## src/rtl/zcq_pkg.sv

```systemverilog
package zcq_pkg;
  // Grade strobes passed from the timing datapath to the flag control.
  typedef struct packed {
    logic good;
    logic bad;
  } gradeT;
endpackage

```

## src/rtl/zcq_grader.sv

```systemverilog
module zcq_grader
  import zcq_pkg::*;
#(
  parameter int PHASE_W      = 6,
  parameter int EXPECT_PHASE = 0,
  parameter int WINDOW_DIV   = 8
) (
  input  logic               clk,
  input  logic               rstN,
  input  logic               xingStrobe,
  input  logic [PHASE_W-1:0] phaseCnt,
  output gradeT              gradeOut
);
  localparam int STEPS  = 1 << PHASE_W;
  localparam int WINDOW = STEPS / WINDOW_DIV;
  localparam logic [PHASE_W-1:0] EXP_P = PHASE_W'(EXPECT_PHASE);

  logic [PHASE_W-1:0] rawErr;
  logic [PHASE_W:0]   errExt;
  logic [PHASE_W:0]   errMag;
  logic               inWindow;

  // Modulo-period subtraction: a W-bit two's-complement result wraps at the bit boundary.
  always_comb begin
    rawErr   = phaseCnt - EXP_P;
    errExt   = {rawErr[PHASE_W-1], rawErr};
    errMag   = errExt[PHASE_W] ? (~errExt + 1'b1) : errExt;
    inWindow = (errMag <= (PHASE_W+1)'(WINDOW));
  end

  always_ff @(posedge clk) begin
    if (!rstN) begin
      gradeOut <= '0;
    end else begin
      gradeOut.good <= xingStrobe & inWindow;
      gradeOut.bad  <= xingStrobe & ~inWindow;
    end
  end

  // every crossing yields exactly one grade on the following edge
  assert_one_grade_R2: assert property (@(posedge clk) disable iff (!rstN)
    xingStrobe |=> (gradeOut.good ^ gradeOut.bad));

  // no grade appears without a crossing
  assert_no_spurious_R6: assert property (@(posedge clk) disable iff (!rstN)
    !xingStrobe |=> !(gradeOut.good || gradeOut.bad));
endmodule

```

## src/rtl/zcq_tracker.sv

```systemverilog
module zcq_tracker
  import zcq_pkg::*;
#(
  parameter int RUN_LEN = 2
) (
  input  logic  clk,
  input  logic  rstN,
  input  logic  rxSleep,
  input  gradeT gradeIn,
  output logic  qualityOk
);
  localparam int RUN_W = $clog2(RUN_LEN + 1);
  localparam logic [RUN_W-1:0] RUN_MAX = RUN_W'(RUN_LEN);

  logic [RUN_W-1:0] goodRun;
  logic [RUN_W-1:0] nextRun;

  always_comb begin
    nextRun = (goodRun == RUN_MAX) ? goodRun : goodRun + 1'b1;
  end

  always_ff @(posedge clk) begin
    if (!rstN) begin
      goodRun   <= '0;
      qualityOk <= 1'b0;
    end else if (rxSleep || gradeIn.bad) begin
      goodRun   <= '0;
      qualityOk <= 1'b0;
    end else if (gradeIn.good) begin
      goodRun   <= nextRun;
      qualityOk <= (nextRun == RUN_MAX);
    end
  end

  // powersave pulls the flag low on the next edge
  assert_sleep_low_R7: assert property (@(posedge clk) disable iff (!rstN)
    rxSleep |=> !qualityOk);

  // any bad grade pulls the flag low
  assert_bad_drops_R4: assert property (@(posedge clk) disable iff (!rstN)
    gradeIn.bad |=> !qualityOk);

  // a rise is always caused by a good grade
  assert_rise_on_good_R5: assert property (@(posedge clk) disable iff (!rstN)
    $rose(qualityOk) |-> $past(gradeIn.good));

  // without grades or powersave the flag holds
  assert_idle_hold_R6: assert property (@(posedge clk) disable iff (!rstN)
    (!rxSleep && !gradeIn.good && !gradeIn.bad) |=> $stable(qualityOk));
endmodule

```

## src/rtl/zcq_quality_detect.sv

```systemverilog
module zcq_quality_detect
  import zcq_pkg::*;
#(
  parameter int PHASE_W      = 6,
  parameter int EXPECT_PHASE = 0,
  parameter int WINDOW_DIV   = 8,
  parameter int RUN_LEN      = 2
) (
  input  logic               clk,
  input  logic               rstN,
  input  logic               xingStrobe,
  input  logic [PHASE_W-1:0] phaseCnt,
  input  logic               rxSleep,
  output logic               qualityOk
);
  gradeT grade;

  zcq_grader #(
    .PHASE_W     (PHASE_W),
    .EXPECT_PHASE(EXPECT_PHASE),
    .WINDOW_DIV  (WINDOW_DIV)
  ) uGrader (
    .clk       (clk),
    .rstN      (rstN),
    .xingStrobe(xingStrobe),
    .phaseCnt  (phaseCnt),
    .gradeOut  (grade)
  );

  zcq_tracker #(
    .RUN_LEN(RUN_LEN)
  ) uTracker (
    .clk      (clk),
    .rstN     (rstN),
    .rxSleep  (rxSleep),
    .gradeIn  (grade),
    .qualityOk(qualityOk)
  );
endmodule

```

## config.mk

```make
export PLATFORM = sky130hd
export DESIGN_NAME = zcq_quality_detect
export DESIGN_NICKNAME = d
export VERILOG_FILES = /design/src/rtl/zcq_pkg.sv /design/src/rtl/zcq_grader.sv /design/src/rtl/zcq_tracker.sv /design/src/rtl/zcq_quality_detect.sv
export SDC_FILE = /design/constraint.sdc
export NUM_CORES = 1
export LEC_CHECK = 0
export BUFFER_PORTS_ARGS = -buffer_cell sky130_fd_sc_hd__clkbuf_2
export CAP_MARGIN = 20
export CELL_PAD_IN_SITES_DETAIL_PLACEMENT = 1
export CELL_PAD_IN_SITES_GLOBAL_PLACEMENT = 2
export CORE_AREA = 2 2 39 41
export DETAILED_ROUTE_END_ITERATION = 6
export DIE_AREA = 0 0 41 43
export PLACE_DENSITY_LB_ADDON = 0.1
export SLEW_MARGIN = 15
export SYNTH_ARGS = -nofsm -noshare
export SYNTH_HDL_FRONTEND = slang
export SYNTH_SLANG_ARGS = --single-unit
```

## constraint.sdc

```tcl
create_clock -name clk -period 1.2 [get_ports clk]
set_input_delay 0.12 -clock clk [delete_from_list [all_inputs] [get_ports clk]]
set_output_delay 0.12 -clock clk [all_outputs]
set_load 0.01 [all_outputs]
```

==> out/results.tsv <==
metric	value	unit
outcome	finished, final reports clean	
yosys_warnings	0	
core_area	0.001384	mm²
mostFrequentLayoutCells	clkbuf_2, inv_1, nor2_1, dfxtp_1	
drt_iter0_markers	0	
cts_buffer_depth	2	
initial_utilization	17.54	%
ys_seq_area_share	32.99	%
fmax	936.0	MHz
leakagePower	0.1564	nW
cts_resized	0	
nets	58	
synth.avg_cell_area	8.370	µm²
seqCellArea	80.08	µm²
clk_pin_slew	0.04	ns
fin_total_pwr	0.3660	mW
max-vdd-ir-drop	0.1780	mV
grt_pass1_vias	286	
drc	0	
maxSlewHeadroom	77.55	%
synth_top_area_share	32.99	%
yosys_register_bits	4	
dp_hpwl	536.8	µm
drv_slew	0	
yosys.area.top_type	dfxtp_1	
regToRegEndpoint	uTracker.qualityOk$_SDFFE_PP0P_	
worst_pin_slew	0.3356	ns
hold_depth	3	
hold_path_class	input port to flip-flop	
critPathCaptureType	flip-flop	
ioPinCount	11	
cts_hold_buffers	0	
netlist_instances	29	
mostFrequentLayoutCell	clkbuf_2	
finalSetupViolCount	0	
place.gp.congestion	0.5868	
fin_crit	1.068	ns
cts_tree	built	
drt_wl_total	620	µm
r2r_cells	4	
wire_per_inst	10.33	µm
die_x	41	µm
hold_violations	0	
grt_usage	8.717	%
fp.dieH	43	µm
gr-total-overflow	0	
regToRegSetupSlack	0.23	ns
synthTopCellsByArea	dfxtp_1, mux2i_1, ha_1	
cts_inserted_buffers	3	
synth.distinct_cells	15	
critPathMaxFanout	2	
min_to	uGrader.gradeOut[1]$_SDFF_PN0_	
drive_above_1_share	36.36	%
clock_skew	0.003010	ns
antenna_cells	0	
clkLatencyLatePin	0.23	ns
timing.hold.ws	0.1314	ns
via_per_inst	4.383	
cts_sinks	4	
crit_start	phaseCnt[0]	
postCtsSetupBuffers	0	
path_class	input port to flip-flop	
cp.arrival	1.24	ns
power_density	1030	mW/mm²
rsz0062_at_grt	no	
max_cap_viol_count	0	
cts_max_level	1	
area_delta_synth_final	46.39	%
syn-num-nets	41	
grt_pass1_wl	966	µm
die_area	0.001763	mm²
num_vias	263	
antenna_found_initial	0	
grt_start_max_net_pins	5	
multi_input_area	152.6	µm²
numPortBuffers	10	
start_kind	input port	
ant_nets	0	
period_share	89.03	%
fillers	178	
dr.pass1.iters	1	
r2r_start	uTracker.qualityOk$_SDFFE_PP0P_	
hold_path_startpoint	xingStrobe	
fp-row-count	14	
required	1.37	ns
cts-root-buf	clkbuf_4	
syn_area	242.7	µm²
==> flip-flops by register name, summed over array words and instances, names as in the netlist <==
register and flops:
uGrader.gradeOut 2, uTracker.goodRun 1, uTracker.qualityOk 1
==> per-stage QoR <==
stage / worst slack [ns] / std cells / util (%) / setup TNS, ns / area (µm²)
4_1_cts: 0.1276 / 60 / 25.32 / 0 / 350.3
2_1_floorplan: 0.1365 / 29 / - / 0 / 242.7
3_3_place_gp: -0.04297 / 57 / 23.69 / -0.04297 / 327.8
5_1_grt: 0.05064 / 60 / 25.68 / 0 / 355.3
3_5_place_dp: -0.1104 / 57 / 23.69 / -0.1794 / 327.8
6_report: 0.1316 / 60 / 25.68 / 0 / 355.3
==> where the power goes <==
part	switching, mW	total, mW	internal (mW)
registers	0.00195	0.140	0.138
logic	0.0288	0.0614	0.0326
clock network	0.0531	0.165	0.112
total	0.0839	0.366	0.282
==> synth_stat cells <==
| cell type | number |
|---|---|
| dfxtp_1 | 4 |
| ha_1 | 2 |
| inv_1 | 4 |
| mux2i_1 | 3 |
| nand2_1 | 3 |
| nor2_1 | 4 |
| nor2b_1 | 1 |
| nor3_1 | 1 |
| nor3b_1 | 1 |
| nor4_1 | 1 |
| o21bai_1 | 1 |
| o31a_1 | 1 |
| o31ai_1 | 1 |
| o32ai_1 | 1 |
| xnor2_1 | 1 |
==> how the worst max path moves through the flow <==
stage                     slack, ns  cells past startpoint                             end
after floorplan                0.14                      6  uGrader.gradeOut[0]$_SDFF_PN0_
after global placement        -0.04                      7  uGrader.gradeOut[0]$_SDFF_PN0_
after detailed placement      -0.11                      7  uGrader.gradeOut[0]$_SDFF_PN0_
after CTS                      0.13                      7  uGrader.gradeOut[0]$_SDFF_PN0_
after global routing           0.05                      7  uGrader.gradeOut[0]$_SDFF_PN0_
final                          0.13                      7  uGrader.gradeOut[0]$_SDFF_PN0_
==> cell families (layout without fill, tap and decap cells) <==
logic type	after synthesis	count (layout)	share of synthesized area, %
and+or+nand+nor	11	11	21.13
DFF	4	4	32.99
muxes	3	3	12.37
AOI/OAI and AO/OA	4	4	13.41
xor gates and xnor gates	1	1	3.609
adders and majority gates	2	2	10.31
buffers and inverters	4	19	6.184
==> layer usage <==
layer,share of wire (%),vias to the layer above,GRT usage (%)
li1,-,131,-
met5,0,-,0
met4,0,0,10.00
met2,55,11,15.00
met3,9.5,0,1.571
met1,35,121,6.709
==> layout make-up <==
class | instances | share of cell area, %
Multi-Input combinational cell | 21 | 42.96
Sequential cell | 4 | 22.54
Timing Repair Buffer | 12 | 18.31
Inverter | 4 | 4.225
Tap cell | 16 | 5.634
Clock buffer | 3 | 6.338
==> worst max-delay path, cell delays in order <==
cell and delay, ns:
clkbuf_2 0.09, inv_1 0.04, ha_1 0.21, xnor2_1 0.16
o31ai_1 0.09, o32ai_1 0.35, nor2b_1 0.18
Power figures use the tool's default switching activity.
